## src/rtl/uart_pin_pkg.sv

```systemverilog
package uart_pin_pkg;

  typedef enum logic [1:0] {
    PATH_HOLD   = 2'd0,
    PATH_SINGLE = 2'd1,
    PATH_BLOCK  = 2'd2
  } ready_path_e;

  localparam int SRC_RXDATA = 0;
  localparam int SRC_THRE   = 1;
  localparam int SRC_LINE   = 2;
  localparam int SRC_MODEM  = 3;

  function automatic ready_path_e pick_path(input logic fifo_on, input logic blk);
    ready_path_e p;
    if (!fifo_on)  p = PATH_HOLD;
    else if (blk)  p = PATH_BLOCK;
    else           p = PATH_SINGLE;
    return p;
  endfunction

endpackage

```

## src/rtl/upin_rst_sync.sv

```systemverilog
module upin_rst_sync #(
  parameter int STAGES = 2
) (
  input  logic clk,
  input  logic rst_n,
  output logic rst_q
);
  logic [STAGES-1:0] chain_q;
  logic [STAGES-1:0] chain_d;

  generate
    if (STAGES > 1) begin : g_multi
      always_comb chain_d = {chain_q[STAGES-2:0], 1'b1};
    end else begin : g_single
      always_comb chain_d = 1'b1;
    end
  endgenerate

  always_ff @(posedge clk or negedge rst_n) begin
    if (!rst_n) chain_q <= '0;
    else        chain_q <= chain_d;
  end

  assign rst_q = chain_q[STAGES-1];
endmodule

```

## src/rtl/upin_rx_ready.sv

```systemverilog
module upin_rx_ready
  import uart_pin_pkg::*;
#(
  parameter int DEPTH = 16,
  localparam int CNT_W = $clog2(DEPTH + 1)
) (
  input  logic             clk,
  input  logic             rst_q,
  input  logic             upd_en,
  input  ready_path_e      path,
  input  logic [CNT_W-1:0] rx_count,
  input  logic             rx_trig_hit,
  input  logic             rhr_valid,
  output logic             rxrdy_n
);
  logic has_data;
  logic rdy_n_d;

  assign has_data = (rx_count != '0);

  always_comb begin
    case (path)
      PATH_HOLD:   rdy_n_d = ~rhr_valid;
      PATH_SINGLE: rdy_n_d = ~has_data;
      PATH_BLOCK:  rdy_n_d = ~(has_data & rx_trig_hit);
      default:     rdy_n_d = 1'b1;
    endcase
  end

  always_ff @(posedge clk or negedge rst_q) begin
    if (!rst_q)      rxrdy_n <= 1'b1;
    else if (upd_en) rxrdy_n <= rdy_n_d;
  end
endmodule

```

## src/rtl/upin_tx_ready.sv

```systemverilog
module upin_tx_ready
  import uart_pin_pkg::*;
#(
  parameter int DEPTH = 16,
  localparam int CNT_W = $clog2(DEPTH + 1)
) (
  input  logic             clk,
  input  logic             rst_q,
  input  logic             upd_en,
  input  ready_path_e      path,
  input  logic [CNT_W-1:0] tx_count,
  input  logic             thr_empty,
  output logic             txrdy_n
);
  localparam logic [CNT_W-1:0] FULL = CNT_W'(DEPTH);

  logic is_empty;
  logic has_room;
  logic rdy_n_d;

  assign is_empty = (tx_count == '0);
  assign has_room = (tx_count < FULL);

  always_comb begin
    case (path)
      PATH_HOLD:   rdy_n_d = ~thr_empty;
      PATH_SINGLE: rdy_n_d = ~is_empty;
      PATH_BLOCK:  rdy_n_d = ~has_room;
      default:     rdy_n_d = 1'b1;
    endcase
  end

  always_ff @(posedge clk or negedge rst_q) begin
    if (!rst_q)      txrdy_n <= 1'b1;
    else if (upd_en) txrdy_n <= rdy_n_d;
  end
endmodule

```

## src/rtl/upin_irq_ctl.sv

```systemverilog
module upin_irq_ctl #(
  parameter int NSRC = 4
) (
  input  logic            clk,
  input  logic            rst_q,
  input  logic            upd_en,
  input  logic [NSRC-1:0] ier,
  input  logic [NSRC-1:0] irq_src,
  input  logic            out2,
  output logic            irq,
  output logic            irq_oe,
  output logic            op2
);
  logic [NSRC-1:0] hit;
  logic            irq_d;
  logic            oe_d;
  logic            op2_d;

  genvar i;
  generate
    for (i = 0; i < NSRC; i++) begin : g_src
      assign hit[i] = ier[i] & irq_src[i];
    end
  endgenerate

  always_comb begin
    oe_d  = out2;
    op2_d = ~out2;
    irq_d = out2 & (|hit);
  end

  always_ff @(posedge clk or negedge rst_q) begin
    if (!rst_q) begin
      irq    <= 1'b0;
      irq_oe <= 1'b0;
      op2    <= 1'b1;
    end else if (upd_en) begin
      irq    <= irq_d;
      irq_oe <= oe_d;
      op2    <= op2_d;
    end
  end
endmodule

```

## src/rtl/uart_dma_irq_pins.sv

```systemverilog
module uart_dma_irq_pins
  import uart_pin_pkg::*;
#(
  parameter int DEPTH       = 16,
  parameter int NSRC        = 4,
  parameter int SYNC_STAGES = 2,
  localparam int CNT_W = $clog2(DEPTH + 1)
) (
  input  logic             clk,
  input  logic             rst_n,
  input  logic             fifo_en,
  input  logic             dma_mode,
  input  logic [CNT_W-1:0] rx_count,
  input  logic             rx_trig_hit,
  input  logic             rhr_valid,
  input  logic [CNT_W-1:0] tx_count,
  input  logic             thr_empty,
  input  logic [NSRC-1:0]  ier,
  input  logic [NSRC-1:0]  irq_src,
  input  logic             out2,
  output logic             rxrdy_n,
  output logic             txrdy_n,
  output logic             irq,
  output logic             irq_oe,
  output logic             op2
);
  logic        rst_q;
  logic        upd_en;
  ready_path_e path;

  assign upd_en = 1'b1;
  assign path   = pick_path(fifo_en, dma_mode);

  upin_rst_sync #(.STAGES(SYNC_STAGES)) u_rst (
    .clk(clk), .rst_n(rst_n), .rst_q(rst_q)
  );

  upin_rx_ready #(.DEPTH(DEPTH)) u_rx (
    .clk(clk), .rst_q(rst_q), .upd_en(upd_en), .path(path),
    .rx_count(rx_count), .rx_trig_hit(rx_trig_hit),
    .rhr_valid(rhr_valid), .rxrdy_n(rxrdy_n)
  );

  upin_tx_ready #(.DEPTH(DEPTH)) u_tx (
    .clk(clk), .rst_q(rst_q), .upd_en(upd_en), .path(path),
    .tx_count(tx_count), .thr_empty(thr_empty), .txrdy_n(txrdy_n)
  );

  upin_irq_ctl #(.NSRC(NSRC)) u_irq (
    .clk(clk), .rst_q(rst_q), .upd_en(upd_en), .ier(ier),
    .irq_src(irq_src), .out2(out2), .irq(irq), .irq_oe(irq_oe), .op2(op2)
  );
endmodule

```

## config.mk

```make
export PLATFORM = sky130hd
export DESIGN_NAME = uart_dma_irq_pins
export DESIGN_NICKNAME = d
export VERILOG_FILES = /design/src/rtl/uart_pin_pkg.sv /design/src/rtl/upin_rst_sync.sv /design/src/rtl/upin_rx_ready.sv /design/src/rtl/upin_tx_ready.sv /design/src/rtl/upin_irq_ctl.sv /design/src/rtl/uart_dma_irq_pins.sv
export SDC_FILE = /design/constraint.sdc
export NUM_CORES = 1
export LEC_CHECK = 0
export CORE_AREA = 4 4 41 43
export DETAILED_ROUTE_END_ITERATION = 16
export DIE_AREA = 0 0 45 47
export PLACE_DENSITY = 0.65
export SETUP_SLACK_MARGIN = 0.02
export SLEW_MARGIN = 20
export SYNTH_ARGS = -nofsm -noshare
export SYNTH_HDL_FRONTEND = slang
export SYNTH_SLANG_ARGS = --single-unit
```

## constraint.sdc

```tcl
create_clock -name clk -period 1.7 [get_ports clk]
set_input_delay 0.34 -clock clk [delete_from_list [all_inputs] [get_ports clk]]
set_output_delay 0.34 -clock clk [all_outputs]
set_load 0.01 [all_outputs]
```

* Yosys cells after proc, flatten, opt, wreduce, memory -nomap -nowiden *
Cells that the tools add are included.

word-level totals
  input bits = 26
  memories = 0
  RAM bits = 0
  output and inout bits = 5
  memory bits (read-only) = 0
  word-level logic and storage cells = 30
  latch bits = 0
  bits in registers = 7

operators by class
  bitwise logic cells = 13
  eq/ne operators = 2
  div/mod/pow operators = 0
  shifts and indexed selects = 0
  reductions and logical operators = 4
  magnitude comparators = 1
  muxes and demuxes = 4
  multipliers = 0
  $add $sub $neg = 0

operator list
  cell                                                  number
  NOT 1 bit                                             7
  bitwise AND 1 bit                                     6
  one-hot mux 1 bit (3 select lines)                    2
  zero test 5 bit                                       1
  < comparator 5 bit (second input constant)            1
  nonzero test 5 bit                                    1
  2-to-1 mux 2 bit                                      2
  OR reduction 4 bit                                    1
  equality test 2 x 1 -> 1 bit (second input constant)  1
  equality test 2 bit (second input constant)           1
  zero test 2 bit                                       1

* Depth between registers and ports, before layout *
Gate-level depths: netlist (run 1).

  depth in word-level cells = 4
  mapped depth = 3
  mapped depth without buffers = 3

* Hierarchy *
A second synthesis (run 1) with hierarchy kept.

second synthesis, totals
  cells, all modules = 37
  area, all modules = 384.1 sq um

modules (own cells, without submodules)
  module             cells each  area each (sq um)  sequential area each (sq um)  instances
  upin_irq_ctl       12          136.4              76.3                          1
  upin_rx_ready      10          93.8               26.3                          1
  upin_tx_ready      9           80.1               26.3                          1
  upin_rst_sync      3           53.8               50.0                          1
  uart_dma_irq_pins  3           20.0               0.0                           1

* Worst setup path after synthesis (run 1) *
Ideal clock, no wire load.

  path kind = input port to flip-flop
  start = input port rx_count[0]
  end = register u_rx.rxrdy_n
  data required time = 1.632 ns
  buffers on the path = 0
  setup slack = 0.476 ns
  stages on the path = 3
  arrival = 1.156 ns
  setup time = 0.068 ns
  cell sequence = or4_1 > o221ai_1 > a21boi_2

between the ends
  longest elaborated chain between the ends = 4
  elaborated cells between the ends (all ways) = 5
  those cells by class = 1 x mux; 3 x bitwise; 1 x reduce/logical

ends and longest elaborated chain
  what                                  RTL line                 source
  start, declared                       uart_dma_irq_pins.sv:13  input logic [CNT_W-1:0] rx_count,
  nonzero test 5 bit *                  upin_rx_ready.sv:19      assign has_data = (rx_count != '0);
  bitwise AND 1 bit                     upin_rx_ready.sv:25      PATH_BLOCK: rdy_n_d = ~(has_data & rx_trig_hit);
  NOT 1 bit                             upin_rx_ready.sv:25
  one-hot mux 1 bit (3 select lines) *  upin_rx_ready.sv:22      case (path)
  named net u_rx.rdy_n_d                upin_rx_ready.sv:17      logic rdy_n_d;
  end signal, assigned                  upin_rx_ready.sv:32      else if (upd_en) rxrdy_n <= rdy_n_d;
  end, declared                         upin_rx_ready.sv:14      output logic rxrdy_n

The timed path passes the listed nets; every way through them passes the cells marked *.

* Final worst setup path (run 1) *
  start = register u_rx.rxrdy_n
  end = output port rxrdy_n

RTL lines
  what           RTL line                 source
  end, declared  uart_dma_irq_pins.sv:21  output logic rxrdy_n,

No word-level cell between the ends.

==> results of run 1 <==
==> final cells by class <==
class,instances,area share
flip-flops and latches,7,0.2936
multi-input cells,10,0.1211
repair buffers,30,0.4928
well taps,15,0.03080
inverters,3,0.01848
clock buffers,4,0.04312
==> sequential cells by signal (all words and copies together), names as in the netlist <==
name,cells
u_irq.irq,1
u_irq.irq_oe,1
u_irq.op2,1
u_rst.chain_q,2
u_rx.rxrdy_n,1
u_tx.txrdy_n,1
==> power breakdown <==
| part | internal, mW | switching [mW] | leakage, nW |
|---|---|---|---|
| registers | 0.181 | 0.00413 | 0.0790 |
| clock network | 0.0893 | 0.0573 | 0.0150 |
| logic | 0.0703 | 0.0216 | 0.157 |
| total | 0.341 | 0.0831 | 0.251 |
==> cell families after synthesis <==
kind of cell,Yosys count
flip-flops,7
AO/OA/AOI/OAI,6
buffers and inverters,3
AND/OR/NAND/NOR,2
multiplexers,1
other,1
==> layer usage <==
layer	routed length (µm)	GRT usage	share of wire	vias to the layer above
li1	-	-	-	139
met1	232	0.05828	0.32	117
met3	183	0.04598	0.25	2
met5	0	0	0	-
met2	295	0.1186	0.41	30
met4	8	0.08772	0.011	0
==> cell usage in the layout (no fill, tap or decap), drive strengths merged <==
cell / synthesis / routed
clkdlybuf4s50: 0 / 30
dfrtp: 4 / 4
clkbuf: 0 / 4
inv: 3 / 3
dfstp: 3 / 3
or4: 2 / 2
a21oi: 2 / 2
a22oi: 2 / 2
mux2i: 1 / 1
o221ai: 1 / 1
a21boi: 1 / 1
conb: 1 / 1
==> Yosys cell counts (all sizes together) <==
master | instances | area share
a21boi | 1 | 0.043
a21oi | 2 | 0.038
a22oi | 2 | 0.057
conb | 1 | 0.014
dfrtp | 4 | 0.38
dfstp | 3 | 0.30
inv | 3 | 0.043
mux2i | 1 | 0.038
o221ai | 1 | 0.033
or4 | 2 | 0.057
==> path summary, 6_finish.rpt <==
kind / from / endpoint / slack, ps / depth (start not counted)
min reg2reg: u_rst.chain_q[1] / u_irq.irq_oe / 70 / 0
min in group clk: u_rst.chain_q[0] / u_rst.chain_q[1] / 350 / 0
max in group asynchronous: rst_n / u_rst.chain_q[1] / 1330 / 1
min: u_rst.chain_q[1] / u_irq.irq_oe / 70 / 0
max: u_rx.rxrdy_n / rxrdy_n / 80 / 1
max reg2reg: u_rst.chain_q[0] / u_rst.chain_q[1] / 1240 / 0
==> impl_metrics.csv, run 1 <==
group,metric,value,unit
outcome,status,"complete, no violations",
drt,vias_per_cell,4.174,
clock_tree,clk_transition_reported_paths,50,ps
clock_tree,clkSinkCount,7,
placement,dp_cells,65,
drt,drt_iter0_markers,0,
setup_path,critPathLaunchType,"flip-flop",
sta,finalSetupViolations,0,
clock_tree,postCtsSetupBuffers,0,
flow_run,maxCapViolCount,0,
placement,gp_congestion,0.6709,
synth,synth_nets,46,
floorplanning,start_util,0.2029,
placement,place_hpwl,658.5,µm
final_layout,layout-drive-gt1-share,0.1296,
sta,finalWorstSetupSlack,80.36,ps
synth,synthSimpleGateAreaFrac,0.05687,
synth,synth.cell_area,264.0,µm²
clock_tree,cts_tree,"done",
grt,grtUsageTotal,0.07490,
synth,synthMuxAreaShare,0.03791,
clock_tree,clockBufferDepth,2,
setup_path,slowest_delay,520,ps
setup_path,path_class,"reg -> out",
synth,ys_seq_area_frac,0.6777,
placement,port_buffers,30,
sta,period_minus_slack,1620,ps
setup_path,cp_cell_sequence,"clkdlybuf4s50_1",
synth,synth_xor_area_frac,0,
drt,num_vias,288,
grt,grt_first_pass_wirelength,1.014,mm
drt,ant_nets,0,
setup_path,path_delay_family,"buffers and inverters",
floorplanning,core,1301,µm²
synth,synth_top_family_by_area,"compound AO/OA/AOI/OAI gates",
sta,skew,0.5016,ps
floorplanning,die_h,47,µm
floorplanning,ios,31,
sta,fmax,0.6174,GHz
power,p_leak,0.2514,nW
grt,grt_max_degree,6,
synth,synth_compound_area_frac,0.1706,
final_layout,num_antenna_cells,0,
final_layout,final_core_util,0.4683,
final_layout,fillers,130,
sta,whs,67.73,ps
sta,setup_tns,0,ps
drt,drc_errors,0,
power,p_total,0.4239,mW
sta,finalMaxSlewViolations,0,
final_layout,regArea,178.9,µm²
sta,fin_crit_sh,0.9527,
final_layout,final_nets,81,
setup_path,cp-end-kind,"output pin",
final_layout,multi_input_area,73.82,µm²
clock_tree,ctsResizeCount,0,
clock_tree,cts_made_buffers,3,
final_layout,finalNonFillerCells,69,
hold_path,hp-class,"reg -> async",
power,ir_drop,0.2158,mV
power,p_per_area,695.6,nW/µm²
clock_tree,cts_root_buf,"clkbuf_4",
drt,drt-total-wl,718,µm
sta,finalHoldViolations,0,
setup_path,crit_slowest_cell,"clkdlybuf4s50_1",
grt,grt_overflow,0,
grt,grt_pass1_vias,289,
synth,yosysWarnings,0,
synth,synth_seq_cells,7,
floorplanning,num_rows,13,
final_layout,area_delta_synth_final,130.8,%
synth,syn_area_per_cell,13.20,µm²
clock_tree,post_cts_hold_buffer_count,0,
clock_tree,htreeDepth,1,
placement,place_ws,29.26,ps
drt,firstDrtPassIters,1,
setup_path,required,1360,ps
setup_path,cp.arrival,1280,ps
floorplanning,die_area,2115,µm²
synth,synth_fa_ha_area_frac,0,
grt,antenna_found_initial,0,
synth,synthCells,20,
setup_path,path_max_fanout,1,
drt,wl_per_cell,10.41,µm
setup_path,path_buf_inv,1,
synth,synth.distinct_cells,10,
final_layout,post-route-cell-area,609.3,µm²
clock_tree,insertion_delay,240,ps
floorplanning,die_x,45,µm
placement,placed_area,583.1,µm²
sta,rsz0062_at_grt,"no",
Note: power is estimated with default switching activity, not from simulation.
==> run 2: changes to the inputs <==
--- a/config.mk
+++ b/config.mk
@@ -5,9 +5,9 @@
 export SDC_FILE = /design/constraint.sdc
 export NUM_CORES = 1
 export LEC_CHECK = 0
-export CORE_AREA = 4 4 41 43
+export CORE_AREA = 2 2 39 41
 export DETAILED_ROUTE_END_ITERATION = 16
-export DIE_AREA = 0 0 45 47
+export DIE_AREA = 0 0 41 43
 export PLACE_DENSITY = 0.65
 export SETUP_SLACK_MARGIN = 0.02
 export SLEW_MARGIN = 20
==> run 2 against run 1 <==
  * Flip-flop and latch count unchanged
  * Final area increased by 0.21%
  * Via count decreased by 1.7%
  * Die area decreased by 17%
  * Count of clock-buffer cells in the layout unchanged
  * Critical path depth unchanged
  * Sequential share of layout area decreased by 0.060 points
  * Clock power about the same
==> impl_metrics.csv, run 2 (same netlist as run 1, synthesis figures left out) <==
group,metric,value,unit
power,clkPwrFrac,0.345,
final_layout,finalNonFillerCells,70,
final_layout,area_delta_synth_final,131.3,%
sta,finalMaxSlewViolations,0,
floorplanning,start_util,0.1908,
placement,gp_congestion,0.5736,
setup_path,path_max_fanout,1,
power,p_per_area,691.2,nW/µm²
drt,drt-total-wl,600,µm
grt,grt_first_pass_wirelength,1.035,mm
floorplanning,die_area,1763,µm²
power,p_total,0.4220,mW
drt,drc_errors,0,
final_layout,multi_input_area,73.82,µm²
floorplanning,die_h,43,µm
floorplanning,core,1384,µm²
hold_path,hp-class,"reg -> async",
setup_path,cp-end-kind,"output pin",
setup_path,cp.arrival,1280,ps
placement,placed_area,584.3,µm²
drt,wl_per_cell,8.571,µm
sta,fmax,0.6184,GHz
floorplanning,num_rows,14,
clock_tree,cts_root_buf,"clkbuf_4",
outcome,status,"complete, no violations",
clock_tree,htreeDepth,1,
floorplanning,ios,31,
clock_tree,cts_tree,"done",
final_layout,layout-drive-gt1-share,0.1296,
sta,finalSetupViolations,0,
clock_tree,post_cts_hold_buffer_count,0,
clock_tree,postCtsSetupBuffers,0,
flow_run,maxCapViolCount,0,
placement,place_hpwl,544.3,µm
setup_path,crit_slowest_cell,"clkdlybuf4s50_1",
drt,vias_per_cell,4.043,
setup_path,path_buf_inv,1,
floorplanning,die_x,41,µm
drt,drt_iter0_markers,1,
sta,finalHoldViolations,0,
power,internal-power,0.3407,mW
final_layout,num_antenna_cells,0,
clock_tree,clk_transition_reported_paths,50,ps
sta,period_minus_slack,1617,ps
setup_path,critPathLaunchType,"flip-flop",
final_layout,largest-register,"u_rst.chain_q",
power,power_frac_comb,0.216,
final_layout,regArea,178.9,µm²
power,p_leak,0.2514,nW
grt,antenna_found_initial,0,
placement,port_buffers,30,
clock_tree,clkSinkCount,7,
clock_tree,ctsResizeCount,0,
power,switchingPower,0.08131,mW
setup_path,required,1360,ps
drt,num_vias,283,
clock_tree,clockBufferDepth,2,
power,ir_drop,0.2578,mV
final_layout,post-route-cell-area,610.6,µm²
setup_path,path_class,"reg -> out",
setup_path,cp_cell_sequence,"clkdlybuf4s50_1",
grt,grt_pass1_vias,296,
placement,dp_cells,66,
final_layout,fillers,142,
sta,fin_crit_sh,0.9513,
final_layout,final_core_util,0.4412,
setup_path,slowest_delay,520,ps
sta,setup_tns,0,ps
sta,skew,3.673,ps
power,seq_power_share,0.439,
grt,grtUsageTotal,0.09717,
grt,grt_overflow,0,
drt,firstDrtPassIters,2,
grt,grt_max_degree,6,
final_layout,mostFrequentLayoutCell,"clkdlybuf4s50_1",
power,switching_share,0.1927,
clock_tree,cts_made_buffers,3,
clock_tree,insertion_delay,250,ps
final_layout,largest_register_ffs,2,
final_layout,most-common-layout-cells,"clkdlybuf4s50_1 (30), dfrtp_1 (4), inv_1 (3), clkbuf_4 (3), dfstp_2 (3)",
final_layout,final_nets,81,
setup_path,path_delay_family,"buffers and inverters",
sta,rsz0062_at_grt,"no",
drt,ant_nets,0,
[run 2: cell counts in the layout (fill, tap and decap cells not counted)]
No cell type changed its count.
[run 2: power groups by stage]
stage                     Combinational [mW]  Sequential [mW]  Clock (mW)
final                                 0.0912            0.185       0.146
after global routing                  0.0992            0.186       0.166
after CTS                             0.0926            0.185       0.155
after detailed placement              0.0924            0.188           0
after global placement                0.0911            0.188           0
after floorplan                       0.0117            0.192           0
[run 2: area by class of cell]
class,count,share of cell area
clock buffer,4,0.04303
timing repair buffer,30,0.4918
inverter,3,0.01844
tap,16,0.03279
multi-input combinational,10,0.1209
sequential,7,0.2930
[run 2: per-stage QoR]
stage               worst slack (ps)  hold WS (ps)
CTS                            64.62         72.99
global placement               63.47         72.13
detailed placement             45.67         68.15
global route                   35.82         78.54
floorplan                      476.5         44.41
finish                         82.82         66.27
[run 2: worst paths after layout]
kind / startpoint / endpoint / slack [ps] / cells past startpoint
max: u_irq.op2 / op2 / 80 / 1
min in group clk: u_rst.chain_q[0] / u_rst.chain_q[1] / 350 / 0
min reg2reg: u_rst.chain_q[1] / u_irq.irq / 70 / 0
max in group asynchronous: rst_n / u_rst.chain_q[0] / 1320 / 1
max reg2reg: u_rst.chain_q[0] / u_rst.chain_q[1] / 1240 / 0
min: u_rst.chain_q[1] / u_irq.irq / 70 / 0
[run 2: per-layer routing]
metal,global-route usage,wire length [µm]
met4,0.1000,13
met5,0,0
met1,0.08911,222
met2,0.1406,297
met3,0.04712,66
==> run 3: changes to the inputs <==
--- a/config.mk
+++ b/config.mk
@@ -9,6 +9,7 @@
 export DETAILED_ROUTE_END_ITERATION = 16
 export DIE_AREA = 0 0 41 43
 export PLACE_DENSITY = 0.65
+export REMOVE_ABC_BUFFERS = 1
 export SETUP_SLACK_MARGIN = 0.02
 export SLEW_MARGIN = 20
 export SYNTH_ARGS = -nofsm -noshare
==> results of run 3 <==
Same layout as run 2: the final DEF is identical, and so are final timing and power.
